### src/rtl/eth_filt_pkg.sv
package eth_filt_pkg;

   typedef enum logic [1:0] {
      CLS_UNICAST   = 2'd0,
      CLS_MULTICAST = 2'd1,
      CLS_BROADCAST = 2'd2
   } addr_class_e;

   typedef struct packed {
      logic all_ones;
      logic station_eq;
      logic group;
   } addr_flags_t;

endpackage

### src/rtl/crc_byte_step.sv
module crc_byte_step #(
   parameter int              DATA_W = 8,
   parameter int              CRC_W  = 32,
   parameter logic [CRC_W-1:0] POLY  = 32'h04C11DB7
) (
   input  logic [CRC_W-1:0]  crc_in,
   input  logic [DATA_W-1:0] data,
   output logic [CRC_W-1:0]  crc_out
);

   logic [DATA_W:0][CRC_W-1:0] stage;

   assign stage[0] = crc_in;

   for (genvar b = 0; b < DATA_W; b++) begin : g_bit
      logic fb;
      assign fb = stage[b][CRC_W-1] ^ data[b];
      assign stage[b+1] = {stage[b][CRC_W-2:0], 1'b0} ^ (fb ? POLY : '0);
   end

   assign crc_out = stage[DATA_W];

endmodule

### src/rtl/addr_tracker.sv
module addr_tracker
   import eth_filt_pkg::*;
#(
   parameter int              DATA_W     = 8,
   parameter int              ADDR_BYTES = 6,
   parameter int              CRC_W      = 32,
   parameter int              HASH_W     = 6,
   parameter logic [CRC_W-1:0] POLY      = 32'h04C11DB7
) (
   input  logic                         clk,
   input  logic                         rst_n,
   input  logic                         rx_valid,
   input  logic                         rx_sof,
   input  logic [DATA_W-1:0]            rx_data,
   input  logic [DATA_W*ADDR_BYTES-1:0] station_addr,
   output logic                         last_hit,
   output logic [HASH_W-1:0]            hash_now,
   output addr_flags_t                  flags_now
);

   localparam int CNT_W = $clog2(ADDR_BYTES + 1);

   logic [CNT_W-1:0]  cnt_q;
   logic [CNT_W-1:0]  pos;
   logic [CRC_W-1:0]  crc_q, crc_base, crc_now;
   addr_flags_t       flags_q;
   logic              take;
   logic [DATA_W-1:0] st_byte [ADDR_BYTES];

   for (genvar k = 0; k < ADDR_BYTES; k++) begin : g_stb
      assign st_byte[k] = station_addr[k*DATA_W +: DATA_W];
   end

   assign take     = rx_valid && (rx_sof || (cnt_q != '0 && cnt_q < CNT_W'(ADDR_BYTES)));
   assign pos      = rx_sof ? '0 : cnt_q;
   assign crc_base = rx_sof ? '1 : crc_q;
   assign last_hit = take && (pos == CNT_W'(ADDR_BYTES - 1));
   assign hash_now = crc_now[CRC_W-1 -: HASH_W];

   crc_byte_step #(
      .DATA_W (DATA_W),
      .CRC_W  (CRC_W),
      .POLY   (POLY)
   ) i_crc_step (
      .crc_in  (crc_base),
      .data    (rx_data),
      .crc_out (crc_now)
   );

   always_comb begin
      flags_now.all_ones   = (rx_sof | flags_q.all_ones) & (&rx_data);
      flags_now.station_eq = (rx_sof | flags_q.station_eq) & (rx_data == st_byte[pos]);
      flags_now.group      = rx_sof ? rx_data[0] : flags_q.group;
   end

   always_ff @(posedge clk) begin
      if (!rst_n) begin
         cnt_q   <= '0;
         crc_q   <= '1;
         flags_q <= '0;
      end else if (take) begin
         cnt_q   <= pos + CNT_W'(1);
         crc_q   <= crc_now;
         flags_q <= flags_now;
      end
   end

   AST_IDLE_HOLD: assert property (@(posedge clk) disable iff (!rst_n)
      !rx_valid |=> $stable(cnt_q) && $stable(crc_q));

endmodule

### src/rtl/rx_accept_decide.sv
module rx_accept_decide
   import eth_filt_pkg::*;
#(
   parameter int HASH_W = 6,
   parameter int MASK_W = 64
) (
   input  logic              clk,
   input  logic              rst_n,
   input  logic              last_hit,
   input  logic [HASH_W-1:0] hash_now,
   input  addr_flags_t       flags_now,
   input  logic              cfg_promisc,
   input  logic              cfg_bcast_en,
   input  logic              cfg_mcast_en,
   input  logic [MASK_W-1:0] hash_mask,
   output logic              dec_valid,
   output logic              dec_accept,
   output logic              dec_group,
   output logic [HASH_W-1:0] dec_hash
);

   addr_class_e cls;
   logic        keep;

   always_comb begin
      if (flags_now.all_ones)   cls = CLS_BROADCAST;
      else if (flags_now.group) cls = CLS_MULTICAST;
      else                      cls = CLS_UNICAST;

      unique case (cls)
         CLS_BROADCAST: keep = cfg_bcast_en;
         CLS_MULTICAST: keep = cfg_mcast_en & hash_mask[hash_now];
         default:       keep = flags_now.station_eq;
      endcase
      keep = keep | cfg_promisc;
   end

   always_ff @(posedge clk) begin
      if (!rst_n) begin
         dec_valid  <= 1'b0;
         dec_accept <= 1'b0;
         dec_group  <= 1'b0;
         dec_hash   <= '0;
      end else begin
         dec_valid <= last_hit;
         if (last_hit) begin
            dec_accept <= keep;
            dec_group  <= flags_now.group;
            dec_hash   <= hash_now;
         end
      end
   end

   AST_PROMISC_ALL: assert property (@(posedge clk) disable iff (!rst_n)
      dec_valid && $past(cfg_promisc) |-> dec_accept);

   AST_GROUP_GATED: assert property (@(posedge clk) disable iff (!rst_n)
      dec_valid && dec_group && !$past(cfg_promisc) && !$past(cfg_bcast_en)
      && !$past(cfg_mcast_en) |-> !dec_accept);

   AST_HASH_MISS: assert property (@(posedge clk) disable iff (!rst_n)
      dec_valid && dec_group && !$past(cfg_promisc) && !$past(cfg_bcast_en)
      && $stable(hash_mask) && !hash_mask[dec_hash] |-> !dec_accept);

   AST_SINGLE_STROBE: assert property (@(posedge clk) disable iff (!rst_n)
      dec_valid |=> !dec_valid);

endmodule

### src/rtl/eth_rx_addr_filter.sv
module eth_rx_addr_filter
   import eth_filt_pkg::*;
#(
   parameter int              DATA_W     = 8,
   parameter int              ADDR_BYTES = 6,
   parameter int              CRC_W      = 32,
   parameter int              HASH_W     = 6,
   parameter logic [CRC_W-1:0] CRC_POLY  = 32'h04C11DB7,
   localparam int             ADDR_W     = DATA_W * ADDR_BYTES,
   localparam int             MASK_W     = 1 << HASH_W
) (
   input  logic              clk,
   input  logic              rst_n,
   input  logic              rx_valid,
   input  logic              rx_sof,
   input  logic [DATA_W-1:0] rx_data,
   input  logic              cfg_promisc,
   input  logic              cfg_bcast_en,
   input  logic              cfg_mcast_en,
   input  logic [ADDR_W-1:0] station_addr,
   input  logic [MASK_W-1:0] hash_mask,
   output logic              dec_valid,
   output logic              dec_accept,
   output logic              dec_group,
   output logic [HASH_W-1:0] dec_hash
);

   if (HASH_W < 1 || HASH_W > CRC_W) begin : g_bad_hash
      $error("HASH_W must lie in 1..CRC_W");
   end
   if (ADDR_BYTES < 2) begin : g_bad_len
      $error("ADDR_BYTES must be at least 2");
   end
   if (CRC_W < 2 || DATA_W < 1) begin : g_bad_width
      $error("CRC_W must be at least 2 and DATA_W at least 1");
   end

   logic              last_hit;
   logic [HASH_W-1:0] hash_now;
   addr_flags_t       flags_now;

   addr_tracker #(
      .DATA_W     (DATA_W),
      .ADDR_BYTES (ADDR_BYTES),
      .CRC_W      (CRC_W),
      .HASH_W     (HASH_W),
      .POLY       (CRC_POLY)
   ) i_tracker (
      .clk          (clk),
      .rst_n        (rst_n),
      .rx_valid     (rx_valid),
      .rx_sof       (rx_sof),
      .rx_data      (rx_data),
      .station_addr (station_addr),
      .last_hit     (last_hit),
      .hash_now     (hash_now),
      .flags_now    (flags_now)
   );

   rx_accept_decide #(
      .HASH_W (HASH_W),
      .MASK_W (MASK_W)
   ) i_decide (
      .clk          (clk),
      .rst_n        (rst_n),
      .last_hit     (last_hit),
      .hash_now     (hash_now),
      .flags_now    (flags_now),
      .cfg_promisc  (cfg_promisc),
      .cfg_bcast_en (cfg_bcast_en),
      .cfg_mcast_en (cfg_mcast_en),
      .hash_mask    (hash_mask),
      .dec_valid    (dec_valid),
      .dec_accept   (dec_accept),
      .dec_group    (dec_group),
      .dec_hash     (dec_hash)
   );

   AST_STROBE_CAUSE: assert property (@(posedge clk) disable iff (!rst_n)
      dec_valid |-> $past(rx_valid));

endmodule

### config.mk
export PLATFORM = sky130hd
export DESIGN_NAME = eth_rx_addr_filter
export DESIGN_NICKNAME = d
export VERILOG_FILES = /design/src/rtl/eth_filt_pkg.sv /design/src/rtl/crc_byte_step.sv /design/src/rtl/addr_tracker.sv /design/src/rtl/rx_accept_decide.sv /design/src/rtl/eth_rx_addr_filter.sv
export SDC_FILE = /design/constraint.sdc
export NUM_CORES = 1
export LEC_CHECK = 0
export BUFFER_PORTS_ARGS = -buffer_cell sky130_fd_sc_hd__buf_2
export CORE_MARGIN = 2
export CORE_UTILIZATION = 40
export DETAILED_ROUTE_END_ITERATION = 7
export GPL_TIMING_DRIVEN = 0
export PLACE_DENSITY = 0.77
export RECOVER_POWER = 25
export SLEW_MARGIN = 10
export SYNTH_ARGS = -nofsm -noshare
export SYNTH_HDL_FRONTEND = slang
export SYNTH_SLANG_ARGS = --single-unit
### constraint.sdc
create_clock -name clk -period 6.3 [get_ports clk]
set_clock_uncertainty 0.2 [all_clocks]
set_input_delay 1.26 -clock clk [delete_from_list [all_inputs] [get_ports clk]]
set_output_delay 1.26 -clock clk [all_outputs]
set_load 0.02 [all_outputs]
## After elaboration in Yosys (flattened, before gate mapping)

Index checks and enable logic that the tools add are counted.

- Register bits: 47
- Bits of input ports: 127

- Order comparisons: 3
- Mux-type cells: 19
- Equality and inequality tests: 4
- Bitwise operators: 23
- Add/sub/neg operators: 1
- Reductions and logical operators: 6

Operators with widths:

| kind | count |
|---|---|
| bitwise XOR 32 x 27 -> 32 bit | 8 |
| two-way mux 27 bit | 8 |
| two-way mux 32 bit | 1 |
| binary-select mux 8 bit (select 3 bit) | 1 |
| two-way mux 8 bit | 2 |
| equality test 8 bit | 1 |
| AND reduction 8 bit | 1 |
| bitwise XOR 1 bit | 8 |
| < comparator 6 x 7 -> 1 bit, second input constant | 1 |
| binary-select mux 1 bit (select 6 bit) | 1 |
| >= comparator 4 bit, second input constant | 1 |
| NOT 3 -> 4 bit | 1 |
| adder 3 x 1 -> 3 bit, second input constant | 1 |
| AND 1 bit | 3 |
| equality test 3 bit, second input constant | 1 |
| logical AND 1 bit | 3 |
| < comparator 3 bit, second input constant | 1 |
| two-way mux 1 bit | 3 |
| two-way mux 3 bit | 1 |
| OR 1 bit | 3 |
| nonzero test 3 bit | 1 |
| equality test 2 x 1 -> 1 bit, second input constant | 1 |
| equality test 2 bit, second input constant | 1 |
| two-way mux 2 bit | 1 |
| 2 further kinds | 2 |

## Longest topological paths before layout

Gate-level depths: netlist of run 1.

- Depth after elaboration: 30
- Gate-level depth with buffers: 13
- Mapped depth without buffers: 11

## By module

Synthesis of run 1 repeated with hierarchy kept, for this count alone.

- Cell total of the unflattened synthesis: 451
- Area, all modules: 4234.1 µm²

Modules (own cells, without submodules):

| module | cells each | instances | area an instance (µm²) |
|---|---|---|---|
| addr_tracker | 314 | 1 | 2346.0 |
| rx_accept_decide | 71 | 1 | 957.2 |
| crc_byte_step | 66 | 1 | 930.9 |

## Least setup slack after synthesis of run 1

Ideal clock, no wire load.

- Path type: input to register
- Start: input rx_data[1]
- End: register i_decide.dec_accept
- Stages on the path: 11
- Setup slack: 2240 ps
- Data required time: 6021 ps
- Path buffers: 2
- Data arrival time: 3781 ps
- Cell sequence: buf_4 > xor2_2 > xnor2_2 > xnor2_4 > buf_6 > mux2i_1 > mux2i_1 > mux2i_1 > mux4_2 > or3b_1 > o211ai_1

- Longest elaborated chain between the ends: 16

RTL lines:

| element | RTL line | text |
|---|---|---|
| from (decl) | eth_rx_addr_filter.sv:16 | `input logic [DATA_W-1:0] rx_data,` |
| bitwise XOR 1 bit | crc_byte_step.sv:17 | `assign fb = stage[b][CRC_W-1] ^ data[b];` |
| two-way mux 27 bit | crc_byte_step.sv:18 | `assign stage[b+1] = {stage[b][CRC_W-2:0], 1'b0} ^ (fb ? POLY : '0);` |
| bitwise XOR 32 x 27 -> 32 bit (6 in series) | crc_byte_step.sv:18 |  |
| bitwise XOR 1 bit | crc_byte_step.sv:17 |  |
| two-way mux 27 bit | crc_byte_step.sv:18 |  |
| bitwise XOR 32 x 27 -> 32 bit | crc_byte_step.sv:18 |  |
| binary-select mux 1 bit (select 6 bit) | rx_accept_decide.sv:32 | `CLS_MULTICAST: keep = cfg_mcast_en & hash_mask[hash_now];` |
| two-way mux 1 bit (implied by the code) | rx_accept_decide.sv:32 |  |
| AND 1 bit | rx_accept_decide.sv:32 |  |
| one-hot mux 1 bit (2 select lines) (*) | rx_accept_decide.sv:30 | `unique case (cls)` |
| OR 1 bit (*) | rx_accept_decide.sv:35 | `keep = keep \| cfg_promisc;` |
| to (signal assigned) | rx_accept_decide.sv:47 | `dec_accept <= keep;` |
| to (decl) | rx_accept_decide.sv:17 | `output logic dec_accept,` |

Mark *: on every way between the ends. The rest lies on a longest branch, timed or not. The select of a mux whose other input is x is not followed.
A chain may end at the register's enable or synchronous reset.

## Final worst setup path of run 1

- Start: input rx_sof
- End: register i_decide.dec_accept

- Longest elaborated chain between the ends: 18

RTL lines:

| element | RTL line | text |
|---|---|---|
| from (decl) | eth_rx_addr_filter.sv:15 | `input logic rx_sof,` |
| two-way mux 32 bit | addr_tracker.sv:36 | `assign crc_base = rx_sof ? '1 : crc_q;` |
| bitwise XOR 32 x 27 -> 32 bit / bitwise XOR 1 bit (equally long branches) | crc_byte_step.sv:18, crc_byte_step.sv:17 |  |
| bitwise XOR 1 bit / two-way mux 27 bit (equally long branches) | crc_byte_step.sv:17, crc_byte_step.sv:18 |  |
| two-way mux 27 bit / bitwise XOR 32 x 27 -> 32 bit (equally long branches) | crc_byte_step.sv:18 |  |
| bitwise XOR 32 x 27 -> 32 bit (5 in series) | crc_byte_step.sv:18 |  |
| bitwise XOR 32 x 27 -> 32 bit / bitwise XOR 1 bit (equally long branches) | crc_byte_step.sv:18, crc_byte_step.sv:17 |  |
| bitwise XOR 1 bit / two-way mux 27 bit (equally long branches) | crc_byte_step.sv:17, crc_byte_step.sv:18 |  |
| two-way mux 27 bit / bitwise XOR 32 x 27 -> 32 bit (equally long branches) | crc_byte_step.sv:18 |  |
| bitwise XOR 32 x 27 -> 32 bit | crc_byte_step.sv:18 |  |
| binary-select mux 1 bit (select 6 bit) | rx_accept_decide.sv:32 |  |
| two-way mux 1 bit (implied by the code) | rx_accept_decide.sv:32 |  |
| AND 1 bit | rx_accept_decide.sv:32 |  |
| one-hot mux 1 bit (2 select lines) | rx_accept_decide.sv:30 |  |
| OR 1 bit | rx_accept_decide.sv:35 |  |

Several ways; a longest one is shown, not always the timed one. The select of a mux whose other input is x is not followed.

==> results of run 1 <==
-- cell type report --
| class | instances | area (sq um) | share of cell area [%] |
|---|---|---|---|
| clock buffer | 5 | 68.8 | 1.40 |
| multi-input combinational | 387 | 2860 | 58.4 |
| sequential | 47 | 941 | 19.2 |
| inverter | 4 | 15.0 | 0.306 |
| tap | 133 | 166 | 3.39 |
| timing repair buffer | 128 | 628 | 12.8 |
| buffer | 38 | 176 | 3.60 |
| clock inverter | 3 | 46.3 | 0.944 |
-- metal layers --
metal / part of all wire, % / up-vias
met4: 1.3 / 0
met3: 8.1 / 10
met5: 0 / -
met1: 42 / 1796
li1: - / 1887
met2: 49 / 185
-- power breakdown --
part	internal (mW)	leakage [nW]	switching (mW)
Combinational	0.391	1.69	0.398
Clock	0.120	0.0548	0.114
Sequential	0.329	0.388	0.0206
-- critical path: stages --
cell      delay, ps
clkbuf_1        120
clkbuf_1        450
clkbuf_1        460
nand2b_1        260
clkbuf_1        380
ha_1            240
and3_1          150
clkbuf_1        320
o21ai_0         160
nor4b_1         370
or3b_1          390
o211ai_1         90
-- placed cells by master, fill, tap and decap left out, types with 4 or more instances in the layout --
master and count:
dfxtp_1 47, a21oi_1 13, o22ai_1 6, xor2_1 20, xnor2_1 79, a211oi_1 7
o21ai_0 8, clkbuf_8 5, buf_2 124, nor2_1 55, clkbuf_1 33, mux2i_1 74
nand3_1 5, nand2_1 48, buf_1 4, mux2_2 6, o211ai_1 30, xnor2_2 4
-- through the flow --
stage | setup slack [ps] | cells | area (sq um) | util [%]
4_1_cts | 1740 | 745 | 4920 | 50.6
5_1_grt | 1390 | 745 | 4910 | 50.4
3_5_place_dp | 1410 | 737 | 4800 | 49.4
2_1_floorplan | 2240 | 476 | 4000 | -
6_report | 1690 | 745 | 4910 | 50.4
3_3_place_gp | 1490 | 737 | 4800 | 49.4
-- state kept, by name (all words and copies together) (netlist names) --
| signal | count |
|---|---|
| i_decide.dec_accept | 1 |
| i_decide.dec_hash | 6 |
| i_tracker.crc_q | 32 |
| i_decide.dec_group | 1 |
| i_tracker.flags_q | 3 |
| i_decide.dec_valid | 1 |
| i_tracker.cnt_q | 3 |
-- logic make-up after synthesis --
logic type / after synthesis / share of synthesized area, %
xor+xnor: 106 / 25.0
simple gates: 127 / 13.3
mux: 81 / 20.8
flops: 47 / 23.5
compound gates: 71 / 11.9
buf+inv: 42 / 4.79
fa+ha+maj: 2 / 0.626
-- how the worst max path moves through the flow --
stage | start | endpoint | slack, ps | depth (start not counted)
2_1_floorplan | rx_data[1] | i_decide.dec_accept$_SDFFE_PN0P_ | 2240 | 11
3_3_place_gp | rx_sof | i_decide.dec_accept$_SDFFE_PN0P_ | 1490 | 12
3_5_place_dp | rx_sof | i_decide.dec_accept$_SDFFE_PN0P_ | 1410 | 12
4_1_cts | rx_sof | i_decide.dec_accept$_SDFFE_PN0P_ | 1740 | 12
5_1_grt | rx_sof | i_decide.dec_accept$_SDFFE_PN0P_ | 1390 | 12
6_report | rx_sof | i_decide.dec_accept$_SDFFE_PN0P_ | 1690 | 12
==> results by group, run 1 <==
Flow run
  • Max Cap Viol: 0

Global route
  • Largest net degree at the start of global routing: 17
  • Global-route wire length before repair: between 15,000 and 20,000 um
  • Most used routing layer: met2
  • Initial antenna violation count: 0
  • GR Util met2: between 30% and 40%
  • Total GRT Usage: 19.7%
  • Vias in the first global route: 3,779
  • Grt ovf: 0
  • Met3 usage: 2.69%
  • Grt met1 use: 25.1%

Route
  • TritonRoute pass-1 iters: 4
  • Drt via density: 5.21
  • DR iter-0 viols: 254
  • Vias: 3,878
  • Post-DRT Antenna Nets: 0
  • WL per Instance: 14.7 um
  • DRC viols: 0
  • DRT Wirelength: ~11,000 um

Timing
  • Period utilization: 73.2%
  • Slew Viols, Final: 0
  • Fmax: 0.217 GHz
  • Endpoints failing setup: 0
  • RSZ-0062 raised after global routing: false
  • Max_slew headroom: 23.5%
  • Final Hold Vio Count: 0
  • Worst Max-Slew Pin Slew: 1140 ps
  • Min Hold Slack: roughly 270 ps
  • Clock period minus worst slack: 4610 ps
  • Post-Route Setup TNS: 0 ps

Min path
  • Worst Hold Launch: i_tracker.flags_q[2]$_SDFFE_PN0P_
  • Hold path cells: 2
  • HP Class: reg -> reg
  • Hold EP: i_tracker.flags_q[2]$_SDFFE_PN0P_

Setup path
  • Crit path DAT: 4650 ps
  • Register-to-register setup slack: 2690 ps
  • Kind of critical path: in -> reg
  • Reg-to-reg critical path endpoint: i_decide.dec_accept$_SDFFE_PN0P_
  • WP data required: 6340 ps
  • Critical R2R Launch: i_tracker.crc_q[31]$_SDFFE_PN1P_
  • Worst Reg-to-Reg Cells: 11
  • Worst setup SP type: primary input
  • Crit. End Element: flop
  • Highest net fanout along the worst path: 10

Cells and area
  • # diodes: 0
  • Layout fillers: 974
  • Share of layout cells above drive strength 1: 24.7%
  • Post-layout net count: between 700 and 800
  • Area grow syn2layout: 22.8%

Place
  • # port buffers: 128
  • Detailed Place HPWL: 8690 um
  • Routability cong.: 0.904

Clocking
  • CTS resizes: 0
  • Worst-Skew Late Latency: 310 ps
  • CTS tree: done
  • TritonCTS Buffers: 5
  • Clock Sinks: 47
  • CTS hold repair buffers: 0
  • Worst-path clk slew: around 100 ps
  • Bufs on Longest Clock Path: 2
  • H-tree levels: 2
  • # Post-CTS Setup Buffers: 0
  • Clk root buf: clkbuf_8

Synth
  • Seq/Total Area, Yosys: 23.5%
  • Syn Nets: 605
  • Ys async rst share: 0%
  • Post-Syn Instances: 476
  • Most area-hungry cell type in the Yosys netlist: dfxtp_1
  • Mapped Area: 4000 sq um
  • Top cell type's share of synthesized area: between 20% and 30%
  • Top post-synthesis cells by area: dfxtp_1, mux2i_1, xnor2_1
  • Commonest cells in the synthesized netlist: xnor2_1, mux2i_1, nor2_1, nand2_1, dfxtp_1
  • Seq cells post-synth: 47
  • Syn_area_per_cell: between 8 and 9 sq um
  • EDFF count, synth: 0
  • Synth cell types: 44
  • Yosys warning total: 0
  • Most frequent cell after synthesis: xnor2_1
  • Dominant synthesized flop cell: dfxtp_1

Floorplan
  • Starting Density: 41.1%
  • Rows: 36
  • Die Y: 104 um
  • Core area: 9730 sq um
  • Die area: around 11,000 sq um
  • I/O pins: 136
  • Die Width: 104 um

Status
  • Status: finished clean

Power and ir drop
  • Pwr Density: 280 nW/um^2
  • Leak: 2.14 nW
  • Total power: approximately 1.4 mW
  • VDD IR-drop max: approximately 0.15 mV
No activity file was read; power rests on OpenSTA's default activity.
==> run 2: changes to the inputs <==
ABC_AREA = 1   (was unset)
clock period = 4.66 ns   (was 6.3 ns; I/O delays follow)
==> results by group, run 2 <==
Status
  • Status: finished clean

Timing
  • Post-Route Setup TNS: 0 ps
  • Slew Viols, Final: 0
  • Final Hold Vio Count: 0
  • RSZ-0062 raised after global routing: false
  • Max_slew headroom: roughly 57%
  • Min Hold Slack: 280 ps
  • Clock period minus worst slack: approximately 3400 ps
  • Period utilization: 72.5%
  • Worst Max-Slew Pin Slew: 639 ps
  • Endpoints failing setup: 0
  • Fmax: a little under 0.3 GHz

Route
  • DR iter-0 viols: 271
  • Post-Route M1 WL: around 5600 um
  • Met3 wire length: 767 um
  • Post-DRT Antenna Nets: 0
  • TritonRoute pass-1 iters: 5
  • Drt via density: 5.27
  • DR top layer: met4
  • DRC viols: 0
  • DRT Wirelength: 12,500 um
  • Met2 routed WL: slightly above 6000 um
  • Vias: 4,684
  • WL per Instance: between 10 and 15 um

Place
  • # port buffers: 134
  • Detailed Place HPWL: 9490 um
  • Placed insts: 881
  • Routability cong.: 0.881

Setup path
  • Slowest-stage cell, CP: xnor2_1
  • CP max stage delay: 500 ps
  • Crit path DAT: 3420 ps
  • WP data required: between 4000 and 5000 ps
  • Kind of critical path: in -> reg
  • Buf/Inv on CP: 3
  • Register-to-register setup slack: 1970 ps
  • Reg-to-reg critical path endpoint: i_decide.dec_accept$_SDFFE_PN0P_
  • Worst Reg-to-Reg Cells: 8
  • Crit-path leading delay family: buffers and inverters
  • Highest net fanout along the worst path: 10
  • Critical R2R Launch: i_tracker.cnt_q[0]$_SDFFE_PN0P_
  • Crit path top cell by count: nand3_1
  • Worst setup SP type: primary input
  • CP Cell Sequence: clkbuf_1 > clkbuf_1 > nor2_1 > xnor2_1 > xnor2_1 > inv_1 > nand3_1 > nand3_1 > nand3_1 > nand3_1 > a21oi_1
  • Crit. End Element: flop

Synth
  • Synth cell types: 43
  • Top post-synthesis cells by area: dfxtp_1, nand3_1, nand2_1
  • Post-Syn Instances: 614
  • Most area-hungry cell type in the Yosys netlist: dfxtp_1
  • Syn_area_per_cell: between 6 and 7 sq um
  • Dominant synthesized flop cell: dfxtp_1
  • Top cell type's share of synthesized area: 23.8%
  • Seq/Total Area, Yosys: between 20% and 30%
  • Ys async rst share: 0%
  • Most frequent cell after synthesis: nand2_1
  • EDFF count, synth: 0
  • Mapped Area: 3950 sq um
  • Syn Nets: 743
  • Commonest cells in the synthesized netlist: nand2_1, nand3_1, o21ai_0, nor2_1
  • Seq cells post-synth: 47
  • Yosys warning total: 0

Global route
  • Initial antenna violation count: 0
  • Global-route wire length before repair: 19,600 um
  • Vias in the first global route: 4,119
  • Total GRT Usage: between 20% and 30%
  • Grt ovf: 0
  • Largest net degree at the start of global routing: 16

Clocking
  • H-tree levels: 2
  • Clk root buf: clkbuf_8
  • CTS tree: done
  • # Post-CTS Setup Buffers: 0
  • Worst-path clk slew: 90 ps
  • Worst-Skew Late Latency: approximately 310 ps
  • TritonCTS Buffers: 5
  • CTS resizes: 0
  • CTS hold repair buffers: 0
  • Clock Sinks: 47
  • Bufs on Longest Clock Path: 2

Min path
  • Hold path cells: 2
  • Hold EP: i_decide.dec_group$_SDFFE_PN0P_
  • HP Class: reg -> reg
  • Worst Hold Launch: i_decide.dec_group$_SDFFE_PN0P_

Cells and area
  • Share of layout cells above drive strength 1: 23.5%
  • Commonest non-fill, non-tap cells in the layout: buf_2, nand2_1, nand3_1, o21ai_0, nor2_1
  • Max reg flops: 32
  • Layout fillers: 1,014
  • Regs by FF count: i_tracker.crc_q x32, i_decide.dec_hash x6
  • Register area: 941 sq um
  • Largest reg by FF count: i_tracker.crc_q
  • Most common cell after layout, fill and taps aside: buf_2
  • Final std cells w/o fill: around 890
  • # diodes: 0
  • Area of the multi-input gates: 2660 sq um
  • Post-layout net count: about 880
  • Area grow syn2layout: 23.3%

Flow run
  • Max Cap Viol: 0

Floorplan
  • Die area: between 10,000 and 15,000 sq um
  • Die Y: between 100 and 150 um
  • Starting Density: roughly two fifths
  • Core area: just under 10,000 sq um
  • Rows: 36
  • I/O pins: 136
  • Die Width: 103 um

Power and ir drop
  • Total power: 1.55 mW
  • VDD IR-drop max: 0.138 mV
  • Pwr Density: 319 nW/um^2
  • Leak: 2.28 nW
-- run 2: cell types whose count changed after synthesis, sizes merged, moves of 5 or more --
cell    before  now
inv          3   44
or2          0    5
nand2       48  131
xor2        21   28
nand3        5  111
o21ai        8   60
mux2i       74    0
a21oi       13   47
o211ai      30    6
clkbuf      21   15
xnor2       84   23
mux2         6    0
a211oi       7    0
-- run 2: final cells by class --
cell class / count / area share (%)
Clock inverter: 2 / 0.334
Multi-Input combinational cell: 491 / 54.7
Tap cell: 133 / 3.42
Sequential cell: 47 / 19.3
Inverter: 46 / 3.55
Buffer: 30 / 3.40
Timing Repair Buffer: 134 / 13.6
Clock buffer: 6 / 1.70
-- run 2: worst reg2reg max path: cells and delay by family (launching register included) --
family	cells	cell delay, ps
AOI/OAI and AO/OA	3	570
adders and majority gates	1	240
buffers and inverters	2	610
DFF	1	490
and+or+nand+nor	2	490
-- run 2: power breakdown --
part	switching (mW)	leakage, nW	internal (mW)
logic	0.494	1.85	0.308
registers	0.0277	0.388	0.447
clock network	0.156	0.0474	0.122
-- run 2: worst max path at each step --
stage / startpoint / to / slack, ps / depth (start not counted)
floorplan: rx_sof / i_decide.dec_accept$_SDFFE_PN0P_ / 1760 / 14
finish: rx_sof / i_decide.dec_accept$_SDFFE_PN0P_ / 1280 / 11
CTS: rx_sof / i_decide.dec_accept$_SDFFE_PN0P_ / 1640 / 10
detailed placement: rx_sof / i_decide.dec_accept$_SDFFE_PN0P_ / 1310 / 10
global route: rx_sof / i_decide.dec_accept$_SDFFE_PN0P_ / 1050 / 11
global placement: rx_sof / i_decide.dec_accept$_SDFFE_PN0P_ / 1340 / 10
-- run 2: stage by stage --
| step | util [%] | cell area, sq um | setup slack [ps] |
|---|---|---|---|
| 2_1_floorplan | - | 3950 | 1760 |
| 3_3_place_gp | 49.4 | 4780 | 1340 |
| 3_5_place_dp | 49.4 | 4780 | 1310 |
| 4_1_cts | 50.4 | 4880 | 1640 |
| 5_1_grt | 50.2 | 4860 | 1050 |
| 6_report | 50.2 | 4860 | 1280 |
-- run 2: kinds of logic after synthesis --
| group | share of synthesized area (%) |
|---|---|
| DFF | 23.8 |
| AOI/OAI and AO/OA | 17.6 |
| xor gates and xnor gates | 12.7 |
| buffers and inverters | 8.66 |
| adders and majority gates | 0.634 |
| and+or+nand+nor | 36.6 |
-- run 2: metal layers --
metal / vias to the layer above / GRT usage (%)
li1: 2340 / -
met1: 2174 / 31.4
met2: 159 / 39.1
met3: 11 / 2.62
met4: 0 / 3.44
met5: - / 0
